### config.mk
export PLATFORM = sky130hd
export DESIGN_NAME = sram_strobe_ctrl
export DESIGN_NICKNAME = d
export VERILOG_FILES = /design/src/rtl/sram_strobe_pkg.sv /design/src/rtl/sram_strobe_ctl.sv /design/src/rtl/sram_strobe_dp.sv /design/src/rtl/sram_strobe_ctrl.sv
export SDC_FILE = /design/constraint.sdc
export NUM_CORES = 1
export LEC_CHECK = 0
export BUFFER_PORTS_ARGS = -buffer_cell sky130_fd_sc_hd__buf_2
export CORE_ASPECT_RATIO = 1.5
export CORE_MARGIN = 3
export CORE_UTILIZATION = 60
export CTS_CLUSTER_SIZE = 14
export DETAILED_ROUTE_END_ITERATION = 6
export GPL_ROUTABILITY_DRIVEN = 0
export PLACE_DENSITY = 0.82
export SLEW_MARGIN = 25
export SYNTH_ARGS = -nofsm -noshare
export SYNTH_HDL_FRONTEND = slang
export SYNTH_SLANG_ARGS = --single-unit
### constraint.sdc
create_clock -name clk -period 7 [get_ports clk]
set_input_delay 1.05 -clock clk [delete_from_list [all_inputs] [get_ports clk]]
set_output_delay 1.05 -clock clk [all_outputs]
set_load 0.01 [all_outputs]
### src/rtl/sram_strobe_pkg.sv
package sram_strobe_pkg;
  timeunit 1ns; timeprecision 100ps;

  localparam int CNT_W   = 8;
  localparam int FLOAT_W = 5;

  localparam logic [1:0] WAIT_FROZEN = 2'd2;
  localparam logic [1:0] WAIT_READY  = 2'd3;

  typedef struct packed {
    logic [CNT_W-1:0] rdCycle;
    logic [CNT_W-1:0] wrCycle;
    logic [CNT_W-1:0] csRdSetup;
    logic [CNT_W-1:0] csRdPulse;
    logic [CNT_W-1:0] rdSetup;
    logic [CNT_W-1:0] rdPulse;
    logic [CNT_W-1:0] csWrSetup;
    logic [CNT_W-1:0] csWrPulse;
    logic [CNT_W-1:0] weSetup;
    logic [CNT_W-1:0] wePulse;
    logic             rdEdgeSel;
    logic             wrEdgeSel;
    logic [1:0]       waitMode;
    logic             byteWrite;
    logic             floatOpt;
    logic [3:0]       floatCycles;
  } cfg_t;

  // control to datapath strobe bundle
  typedef struct packed {
    logic accept;
    logic busy;
    logic csAct;
    logic rdAct;
    logic weAct;
    logic oeAct;
    logic capture;
    logic isWrite;
    logic byteWrite;
  } strobe_s;
endpackage

### src/rtl/sram_strobe_ctl.sv
module sram_strobe_ctl
  import sram_strobe_pkg::*;
(
  input  logic    clk,
  input  logic    rstN,
  input  cfg_t    cfg,
  input  logic    req,
  input  logic    reqWrite,
  input  logic    memWait,
  output strobe_s stb,
  output logic    reqAck
);
  timeunit 1ns; timeprecision 100ps;

  localparam int SUM_W = CNT_W + 1;

  typedef enum logic [1:0] {S_IDLE, S_ACC, S_FIN} state_e;

  state_e             state;
  cfg_t               act;
  logic               isWr;
  logic [CNT_W-1:0]   tCnt;
  logic [FLOAT_W-1:0] floatCnt;

  function automatic logic inWin(input logic [CNT_W-1:0] t,
                                 input logic [CNT_W-1:0] s,
                                 input logic [CNT_W-1:0] p);
    logic [SUM_W-1:0] e;
    e = {1'b0, s} + {1'b0, p};
    return (p != '0) && (t >= s) && ({1'b0, t} < e);
  endfunction

  function automatic logic [SUM_W-1:0] endPt(input logic [CNT_W-1:0] s,
                                             input logic [CNT_W-1:0] p,
                                             input logic [CNT_W-1:0] last);
    logic [SUM_W-1:0] e;
    e = {1'b0, s} + {1'b0, p} - SUM_W'(1);
    return (e > {1'b0, last}) ? {1'b0, last} : e;
  endfunction

  logic [CNT_W-1:0] cyc, lastT, csS, csP, drS, drP, capS, capP, outS, outP;
  logic inAcc, pulseEnd, stall, advance, done, capHit, accept;

  always_comb begin
    cyc   = isWr ? act.wrCycle : act.rdCycle;
    lastT = (cyc == '0) ? '0 : cyc - CNT_W'(1);
    csS   = isWr ? act.csWrSetup : act.csRdSetup;
    csP   = isWr ? act.csWrPulse : act.csRdPulse;
    drS   = isWr ? act.weSetup : act.rdSetup;
    drP   = isWr ? act.wePulse : act.rdPulse;
    capS  = act.rdEdgeSel ? act.rdSetup : act.csRdSetup;
    capP  = act.rdEdgeSel ? act.rdPulse : act.csRdPulse;
    outS  = act.wrEdgeSel ? act.weSetup : act.csWrSetup;
    outP  = act.wrEdgeSel ? act.wePulse : act.csWrPulse;

    inAcc    = (state == S_ACC);
    pulseEnd = (drP != '0) && ({1'b0, tCnt} == endPt(drS, drP, lastT));
    stall    = inAcc && memWait &&
               ((act.waitMode == WAIT_FROZEN) ||
                ((act.waitMode == WAIT_READY) && pulseEnd));
    advance  = inAcc && !stall;
    done     = advance && (tCnt == lastT);
    capHit   = inWin(tCnt, capS, capP) &&
               ((({1'b0, tCnt} + SUM_W'(1)) == ({1'b0, capS} + {1'b0, capP})) ||
                (tCnt == lastT));
    accept   = (state == S_IDLE) && req &&
               ((floatCnt == '0) || (act.floatOpt && !reqWrite));

    stb.accept    = accept;
    stb.busy      = inAcc;
    stb.csAct     = inAcc && inWin(tCnt, csS, csP);
    stb.rdAct     = inAcc && !isWr && inWin(tCnt, drS, drP);
    stb.weAct     = inAcc && isWr && inWin(tCnt, drS, drP);
    stb.oeAct     = inAcc && isWr && (outP != '0) && (tCnt >= outS);
    stb.capture   = !isWr && advance && capHit;
    stb.isWrite   = isWr;
    stb.byteWrite = act.byteWrite;
    reqAck        = (state == S_FIN);
  end

  always_ff @(posedge clk or negedge rstN) begin
    if (!rstN) begin
      state    <= S_IDLE;
      act      <= '0;
      isWr     <= 1'b0;
      tCnt     <= '0;
      floatCnt <= '0;
    end else begin
      case (state)
        S_IDLE: if (accept) begin
          act   <= cfg;
          isWr  <= reqWrite;
          tCnt  <= '0;
          state <= S_ACC;
        end
        S_ACC: begin
          if (done)         state <= S_FIN;
          else if (advance) tCnt  <= tCnt + CNT_W'(1);
        end
        default: state <= S_IDLE;
      endcase

      if (done && !isWr)        floatCnt <= FLOAT_W'(act.floatCycles) + FLOAT_W'(2);
      else if (accept)          floatCnt <= '0;
      else if (floatCnt != '0)  floatCnt <= floatCnt - FLOAT_W'(1);
    end
  end
endmodule

### src/rtl/sram_strobe_dp.sv
module sram_strobe_dp
  import sram_strobe_pkg::*;
#(
  parameter int ADDR_W = 16,
  parameter int DATA_W = 16,
  localparam int LANES = DATA_W / 8
) (
  input  logic              clk,
  input  logic              rstN,
  input  logic              cfgWr,
  input  logic [3:0]        cfgIdx,
  input  logic [CNT_W-1:0]  cfgData,
  input  logic [ADDR_W-1:0] reqAddr,
  input  logic [DATA_W-1:0] reqWrData,
  input  logic [LANES-1:0]  reqBe,
  input  logic [DATA_W-1:0] memDataIn,
  input  strobe_s           stb,
  output cfg_t              cfg,
  output logic [DATA_W-1:0] rdData,
  output logic [ADDR_W-1:0] memAddr,
  output logic [DATA_W-1:0] memDataOut,
  output logic              memDataOe,
  output logic              memCsN,
  output logic              memRdN,
  output logic              memWeN,
  output logic [LANES-1:0]  memLaneN
);
  timeunit 1ns; timeprecision 100ps;

  logic [LANES-1:0] beQ;

  always_ff @(posedge clk or negedge rstN) begin
    if (!rstN) begin
      cfg           <= '0;
      cfg.rdCycle   <= CNT_W'(4);
      cfg.wrCycle   <= CNT_W'(4);
      cfg.csRdPulse <= CNT_W'(4);
      cfg.rdPulse   <= CNT_W'(4);
      cfg.csWrPulse <= CNT_W'(4);
      cfg.wePulse   <= CNT_W'(4);
    end else if (cfgWr) begin
      case (cfgIdx)
        4'd0:  cfg.rdCycle   <= cfgData;
        4'd1:  cfg.wrCycle   <= cfgData;
        4'd2:  cfg.csRdSetup <= cfgData;
        4'd3:  cfg.csRdPulse <= cfgData;
        4'd4:  cfg.rdSetup   <= cfgData;
        4'd5:  cfg.rdPulse   <= cfgData;
        4'd6:  cfg.csWrSetup <= cfgData;
        4'd7:  cfg.csWrPulse <= cfgData;
        4'd8:  cfg.weSetup   <= cfgData;
        4'd9:  cfg.wePulse   <= cfgData;
        4'd10: begin
          cfg.rdEdgeSel <= cfgData[0];
          cfg.wrEdgeSel <= cfgData[1];
          cfg.waitMode  <= cfgData[3:2];
          cfg.byteWrite <= cfgData[4];
          cfg.floatOpt  <= cfgData[5];
        end
        4'd11: cfg.floatCycles <= cfgData[3:0];
        default: ;
      endcase
    end
  end

  always_ff @(posedge clk or negedge rstN) begin
    if (!rstN) begin
      memAddr    <= '0;
      memDataOut <= '0;
      beQ        <= '0;
      rdData     <= '0;
    end else begin
      if (stb.accept) begin
        memAddr    <= reqAddr;
        memDataOut <= reqWrData;
        beQ        <= reqBe;
      end
      if (stb.capture) rdData <= memDataIn;
    end
  end

  always_comb begin
    memCsN    = ~stb.csAct;
    memRdN    = ~stb.rdAct;
    memWeN    = ~(stb.weAct & ~stb.byteWrite);
    memDataOe = stb.oeAct;
  end

  for (genvar i = 0; i < LANES; i++) begin : g_lane
    always_comb begin
      if (stb.byteWrite)
        memLaneN[i] = stb.isWrite ? ~(stb.weAct & beQ[i]) : ~stb.rdAct;
      else
        memLaneN[i] = ~(stb.busy & beQ[i]);
    end
  end
endmodule

### src/rtl/sram_strobe_ctrl.sv
module sram_strobe_ctrl
  import sram_strobe_pkg::*;
#(
  parameter int ADDR_W = 16,
  parameter int DATA_W = 16,
  localparam int LANES = DATA_W / 8
) (
  input  logic              clk,
  input  logic              rstN,
  input  logic              cfgWr,
  input  logic [3:0]        cfgIdx,
  input  logic [7:0]        cfgData,
  input  logic              req,
  input  logic              reqWrite,
  input  logic [ADDR_W-1:0] reqAddr,
  input  logic [DATA_W-1:0] reqWrData,
  input  logic [LANES-1:0]  reqBe,
  output logic              reqAck,
  output logic [DATA_W-1:0] rdData,
  output logic [ADDR_W-1:0] memAddr,
  output logic [DATA_W-1:0] memDataOut,
  output logic              memDataOe,
  input  logic [DATA_W-1:0] memDataIn,
  input  logic              memWait,
  output logic              memCsN,
  output logic              memRdN,
  output logic              memWeN,
  output logic [LANES-1:0]  memLaneN
);
  timeunit 1ns; timeprecision 100ps;

  cfg_t    cfg;
  strobe_s stb;

  sram_strobe_ctl u_ctl (
    .clk(clk), .rstN(rstN), .cfg(cfg), .req(req), .reqWrite(reqWrite),
    .memWait(memWait), .stb(stb), .reqAck(reqAck)
  );

  sram_strobe_dp #(.ADDR_W(ADDR_W), .DATA_W(DATA_W)) u_dp (
    .clk(clk), .rstN(rstN), .cfgWr(cfgWr), .cfgIdx(cfgIdx), .cfgData(cfgData),
    .reqAddr(reqAddr), .reqWrData(reqWrData), .reqBe(reqBe),
    .memDataIn(memDataIn), .stb(stb), .cfg(cfg), .rdData(rdData),
    .memAddr(memAddr), .memDataOut(memDataOut), .memDataOe(memDataOe),
    .memCsN(memCsN), .memRdN(memRdN), .memWeN(memWeN), .memLaneN(memLaneN)
  );
endmodule

-- Yosys cells after proc, flatten, opt, wreduce, memory -nomap -nowiden
Cells that the tools add are included.
- RAM bits: 0
- bits of input ports: 68
- register bits: 246
- memories: 0
- bits in latches: 0
- memory bits (read-only): 0
- output and inout port bits: 55
- logic and storage cells: 175
- mux-type cells: 25
- reduce and logical (&&, ||, !) cells: 58
- add/subtract/negate cells: 9
- bitwise logic cells: 13
- $lt $le $gt $ge: 8
- divide/modulo/power cells: 0
- multiply operators: 0
- equality and inequality tests: 22
- shift operators: 0
- operator list (operator ; number):
    8-bit two-way mux ; 13
    8-bit greater-or-equal comparator ; 4
    8-bit nonzero test ; 4
    2-bit AND reduction ; 14
    8-bit by 8-bit adder with 9-bit output ; 3
    8-bit by 9-bit < comparator with 1-bit output ; 3
    1-bit logical AND ; 26
    4-bit by 3-bit equality test with 1-bit output (second input constant) ; 4
    4-bit equality test (second input constant) ; 4
    8-bit case mux with 2 select lines ; 1
    5-bit two-way mux ; 3
    8-bit by 1-bit adder with 9-bit output (second input constant) ; 1
    8-bit by 9-bit equality test with 1-bit output ; 1
    9-bit equality test ; 1
    9-bit by 8-bit greater-than comparator with 1-bit output ; 1
    9-bit two-way mux ; 1
    9-bit by 1-bit subtractor with 9-bit output (second input constant) ; 1
    8-bit by 1-bit adder with 8-bit output (second input constant) ; 1
    4-bit by 2-bit equality test with 1-bit output (second input constant) ; 2
    8-bit equality test ; 1
    8-bit logical NOT ; 1
    1-bit NOT ; 8
    8-bit by 1-bit subtractor with 8-bit output (second input constant) ; 1
    2-bit equality test (second input constant) ; 3
    other kinds (19) ; 33

-- Depth between registers and ports, before layout
- depth in word-level cells: 15
- gate-level depth with buffers: 25

-- Hierarchy
From an unflattened synthesis, not the netlist that was laid out.
- cell total of the unflattened synthesis: 1316
- area, all modules: 13660.6 um2
- by module, submodules not included (module ; instances ; cells each ; area an instance (um2)):
    sram_strobe_ctl ; 1 ; 986 ; 8305.5
    sram_strobe_dp ; 1 ; 330 ; 5355.1

-- Worst setup path after synthesis
No wires, ideal clock.
- path type: flip-flop to flip-flop
- from: register u_ctl.isWr
- to: register u_dp.rdData[10]
- stages on the path, launching flop included: 24
- data required time: 6.875 ns
- slack: 0.680 ns
- arrival: 6.194 ns
- buffers on the path: 5
- period minus slack after synthesis: 6.320 ns
- cell sequence: dfrtp_1 > buf_4 > clkbuf_1 > buf_1 > clkbuf_1 > mux2_2 > ha_1 > fa_1 > a211oi_1 > o21bai_1 > a221o_1 > nor2_1 > xnor2_1 > ha_1 > nand4_1 > a21oi_1 > o31a_1 > o22a_1 > o211ai_1 > o211ai_1 > o31a_2 > o221ai_4 > buf_12 > mux2_4
- cells in the longest elaborated chain, start to end: 14
- elaborated cells between the ends (all ways): 24
- those cells by class: 3 x add/sub; 1 x order compare; 2 x eq/ne; 5 x mux; 13 x reduce/logical
- ends and longest elaborated chain (item ; line ; text):
    start, declared ; sram_strobe_ctl.sv:21 ; logic isWr;
    start signal, assigned ; sram_strobe_ctl.sv:92 ; isWr <= reqWrite;
    8-bit two-way mux (on tied branches) ; sram_strobe_ctl.sv:49, sram_strobe_ctl.sv:45, sram_strobe_ctl.sv:50 ;
    8-bit by 8-bit adder with 9-bit output (tied with other cells) ; sram_strobe_ctl.sv:37 ; e = {1'b0, s} + {1'b0, p} - SUM_W'(1);
    9-bit by 1-bit subtractor with 9-bit output / 8-bit two-way mux (equally long branches) ; sram_strobe_ctl.sv:37, sram_strobe_ctl.sv:46 ;
    9-bit by 8-bit greater-than comparator with 1-bit output ; sram_strobe_ctl.sv:38 ; return (e > {1'b0, last}) ? {1'b0, last} : e;
    9-bit two-way mux ; sram_strobe_ctl.sv:38 ;
    8-bit by 9-bit equality test with 1-bit output ; sram_strobe_ctl.sv:57 ; pulseEnd = (drP != '0) && ({1'b0, tCnt} == endPt(drS, drP, lastT));
    1-bit logical AND ; sram_strobe_ctl.sv:57 ;
    1-bit logical AND ; sram_strobe_ctl.sv:60 ; ((act.waitMode == WAIT_READY) && pulseEnd));
    1-bit logical OR ; sram_strobe_ctl.sv:59 ; ((act.waitMode == WAIT_FROZEN) ||
    1-bit logical AND ; sram_strobe_ctl.sv:58 ; stall = inAcc && memWait &&
    1-bit logical NOT ; sram_strobe_ctl.sv:61 ; advance = inAcc && !stall;
    1-bit logical AND ; sram_strobe_ctl.sv:61 ;
    1-bit logical AND ; sram_strobe_ctl.sv:75 ; stb.capture = !isWr && advance && capHit;
    1-bit logical AND (*) ; sram_strobe_ctl.sv:75 ;
    end signal, assigned ; sram_strobe_dp.sv:78 ; if (stb.capture) rdData <= memDataIn;
    end, declared ; sram_strobe_dp.sv:19 ; output logic [DATA_W-1:0] rdData,
Mark *: on every way between the ends. The rest lies on a longest branch, timed or not.
A chain may end at the register's enable or synchronous reset.

-- Worst setup path after layout
- from: register u_ctl.isWr
- to: output memLaneN[1]
- cells in the longest elaborated chain, start to end: 9
- elaborated cells between the ends (all ways): 18
- those cells by class: 1 x add/sub; 2 x order compare; 4 x mux; 3 x bitwise; 8 x reduce/logical
- ends and longest elaborated chain (item ; line ; text):
    8-bit two-way mux (on tied branches) ; sram_strobe_ctl.sv:49, sram_strobe_ctl.sv:50 ;
    8-bit by 8-bit adder with 9-bit output (tied with other cells) ; sram_strobe_ctl.sv:29 ; e = {1'b0, s} + {1'b0, p};
    8-bit by 9-bit < comparator with 1-bit output / 1-bit logical AND (equally long branches) ; sram_strobe_ctl.sv:30 ; return (p != '0) && (t >= s) && ({1'b0, t} < e);
    1-bit logical AND ; sram_strobe_ctl.sv:30 ;
    1-bit logical AND ; sram_strobe_ctl.sv:73 ; stb.weAct = inAcc && isWr && inWin(tCnt, drS, drP);
    1-bit bitwise AND ; sram_strobe_dp.sv:92 ; memLaneN[i] = stb.isWrite ? ~(stb.weAct & beQ[i]) : ~stb.rdAct;
    1-bit NOT ; sram_strobe_dp.sv:92 ;
    1-bit two-way mux (*) ; sram_strobe_dp.sv:92 ;
    1-bit two-way mux (*) ; sram_strobe_dp.sv:91 ; if (stb.byteWrite)
    end, declared ; sram_strobe_ctrl.sv:28 ; output logic [LANES-1:0] memLaneN
Marked as above.

==> metrics.md <==
| Metric | Value |
|---|---|
| Vias/cell | `just over 6` |
| Max-Slew Margin vs Limit | `36.7%` |
| Vias in the first global route | `9728` |
| Post-Synthesis Cell Area | `approximately 14000 µm²` |
| Metal1 wirelength | `13200 µm` |
| Switching power share of the total | `41.4%` |
| Cts hold-fix bufs | `0` |
| Multiplexer share of the synthesized area | `about a quarter` |
| 1st-pass router iterations | `7` |
| Max incr delay on CP | `0.60 ns` |
| Switch Pwr | `between 3 and 4 mW` |
| Fin worst setup slack | `about 0.95 ns` |
| Synth Warn # | `0` |
| Max-Cap Viols | `0` |
| Core footprint | `22500 µm²` |
| Worst-Margin Slew | `around 0.95 ns` |
| Initial antenna violation count | `0` |
| Drt first-iter violations | `642` |
| Yosys reg bits | `246` |
| Layout Cells excl Fill | `between 1500 and 2000` |
| Main combinational cell family by area after synthesis | `multiplexers` |
| CP Launch Type | `flip-flop` |
| Seq pwr share | `around 29%` |
| Detail Route Antenna Nets | `0` |
| Hold Crit Class | `input pin to async pin` |
| Slowest-stage cell, CP | `a211oi_1` |
| WS Path Type | `flip-flop to primary output` |
| Layout Utilization | `a little under 70%` |
| Die H | `about 190 µm` |
| Top Ports | `123` |
| Synth top area cells | `dfrtp_1 43%, mux2_2 21%, ha_1 8.2%` |
| Max Buffers Root-to-Sink | `3` |
| Kind of end point of the critical path | `primary output` |
| Fin. max-slew vios | `0` |
| Fill count | `approximately 1600` |
| Synth top area share | `between 40% and 50%` |
| Clock slew at reported path FFs | `0.07 ns` |
| WP data arrival | `5.00 ns` |
| Crit path max-delay family | `compound AO/OA/AOI/OAI gates` |
| Asr flop ratio synth | `between 90% and 100%` |
| Drt wl/cell | `between 20 and 25 µm` |
| Compound-Gate Fraction of Synth Area | `around 8.7%` |
| # clock sinks | `246` |
| Layout area overhead | `12.4%` |
| TritonCTS clock tree | `yes` |
| DR top layer | `met4` |
| Pwr Total | `between 8 and 9 mW` |
| Register area share after synthesis | `44.6%` |
| Synth Area in XOR/XNOR | `under 10%` |
| Placed cell areas | `between 10000 and 15000 µm²` |
| GRT Total Usage | `roughly a quarter` |
| Status | `finished clean` |
| Setup TNS | `0 ns` |
| Chip Width | `approximately 130 µm` |
| Minimum clock period | `roughly 6.0 ns` |
| ANT cells | `0` |
| Design internal power | `between 5 and 6 mW` |
| Crit Path Max Fanout | `24` |
| Gate power share | `between 50% and 60%` |
| Setup bufs post-CTS | `0` |
| Most frequent cells in the layout | `253 x mux2_2, 239 x dfrtp_1, 121 x buf_2` |
| EDFF count, synth | `0` |
| Initial core utilization | `between 60% and 70%` |
| Leading cell type in the layout, fill and taps excluded | `mux2_2` |
| Worst IR Drop VDD | `roughly 0.34 mV` |
| Cell row count | `67` |
| Root Buffer | `clkbuf_16` |
| Top_reg_cell synth | `dfrtp_1` |
| Placed insts | `around 1500` |
| Area share of fa/ha/maj cells after synthesis | `slightly below 9%` |
| WL met2 | `approximately 17000 µm` |
| Tcrit/Tclk final | `86.4%` |
| Htree depth | `1` |
| Buffers on Ports | `122` |
| CP required | `5.95 ns` |
| Worst r2r src | `u_ctl.isWr` |
| Top cell type by total area after synthesis | `dfrtp_1` |
| WL met3 | `about 1400 µm` |
| Share of post-route cells with drive strength above 1 | `~37%` |
| Latest clock arrival within the worst-skew pair | `about 0.52 ns` |
| Distinct cells, synth | `75` |
| Fin area | `15500 µm²` |
| Syn Nets | `approximately 1300` |
| Dpl ws | `1.18 ns` |
| Power Dens Cells | `557 nW/µm²` |
| Largest net degree at the start of global routing | `206` |
| Crit-path cells | `buf_4 -> mux2i_1 -> inv_1 -> fa_1 -> a211oi_1 -> or2_2 -> and2_1 -> inv_1 -> ha_1 -> a21oi_1 -> maj3_1 -> o21bai_1 -> a21o_1 -> a211oi_1 -> o221ai_1 -> buf_2` |
| Setup crit start | `u_ctl.isWr` |
| Worst Clk Skew | `between 0.01 and 0.015 ns` |
| HPWL Detailed | `approximately 23000 µm` |
| Simple logic cell fraction of the synthesized area | `around 7.6%` |
| GRT overflow | `0` |
| Final Setup Violations | `0` |
| Crit path buf inv count | `4` |
| F_max | `around 170 MHz` |
| Final Hold Fails | `0` |
| Post-CTS sizing | `0` |
| First-pass GRT wire length | `around 52000 µm` |
| Clk pwr share | `roughly 16%` |
| Worst hold margin | `approximately 0.41 ns` |
| Die ar. | `between 20000 and 25000 µm²` |
| Routed WL | `between 30000 and 40000 µm` |
| Nets | `roughly 1400` |
| Cells after Synth | `around 1100` |
| Synthesized area per cell | `about 12 µm²` |
| CTS Buf Count | `24` |
| Leakage power | `between 7 and 8 nW` |
| Total number of vias | `9488` |
| DRC errors left | `0` |
| RSZ-0062 raised after global routing | `no` |
==> path summary, 6_finish.rpt <==
path	slack, ns	to	depth (start not counted)
worst max-delay path	0.95	memLaneN[1]	16
worst min-delay path	0.41	u_dp.rdData[10]	1
worst max register to register	1.09	u_dp.rdData[2]	19
worst min register to register	0.50	u_dp.rdData[4]	1
max in group asynchronous	5.17	u_dp.cfg[11]	3
min in group clk	0.50	u_dp.rdData[4]	1
==> flip-flops by register name (all words and copies together), names as in the netlist <==
register         cells
u_dp.cfg            90
u_dp.rdData         16
u_ctl.state          2
u_ctl.isWr           1
u_dp.memDataOut     16
u_ctl.stb            1
u_dp.beQ             2
u_ctl.tCnt           8
u_dp.memAddr        16
u_ctl.floatCnt       5
u_ctl.act           89
==> cells by family after synthesis <==
| group | Yosys count |
|---|---|
| AOI/OAI and AO/OA | 170 |
| xor gates and xnor gates | 43 |
| adders and majority gates | 95 |
| buffers and inverters | 94 |
| DFF | 246 |
| muxes | 300 |
| and+or+nand+nor | 187 |
==> synth_stat cells (all sizes together), types with 3 or more instances <==
library cell  number
o211a              3
a21oi             36
nand2b            21
o22ai              5
o211ai            11
a21o              26
nor2              41
dfstp              6
or3                7
and3               3
or2                5
o21bai             8
xnor3              4
mux2i             37
a211oi             8
o22a               3
o31a               3
nor4              11
mux2             263
clkbuf            40
nor4b              3
o31ai              4
xnor2             22
nor3              11
ha                91
or4                4
buf                6
a22oi              4
nor3b              4
o221ai             6
nand4              7
dfrtp            240
o21ai             34
nor2b             14
inv               48
fa                 3
nand3             13
and2               4
nand2             30
o21a               5
xor2              17
==> power by group through the flow <==
stage / clock network [mW] / registers [mW] / logic [mW]
detailed placement: 0 / 2.47 / 4.74
floorplan: 0 / 2.28 / 3.72
finish: 1.34 / 2.48 / 4.82
global route: 1.41 / 2.53 / 5.37
global placement: 0 / 2.44 / 4.58
CTS: 1.36 / 2.46 / 4.79
==> layout make-up <==
type,count,area (µm²),share of cell area (%)
clock buffers,34,739,4.77
clock inverters,7,92.6,0.597
inverters,48,180,1.16
multi-input cells,795,7270,46.9
flip-flops and latches,246,6160,39.7
well taps,276,345,2.23
repair buffers,131,721,4.64
==> layer usage <==
layer | GRT usage [%] | vias up
met1 | 33.5 | 4746
met5 | 0 | -
met4 | 10.2 | 0
li1 | - | 4357
met3 | 2.89 | 97
met2 | 46.5 | 288
(Power assumes the default switching activity.)
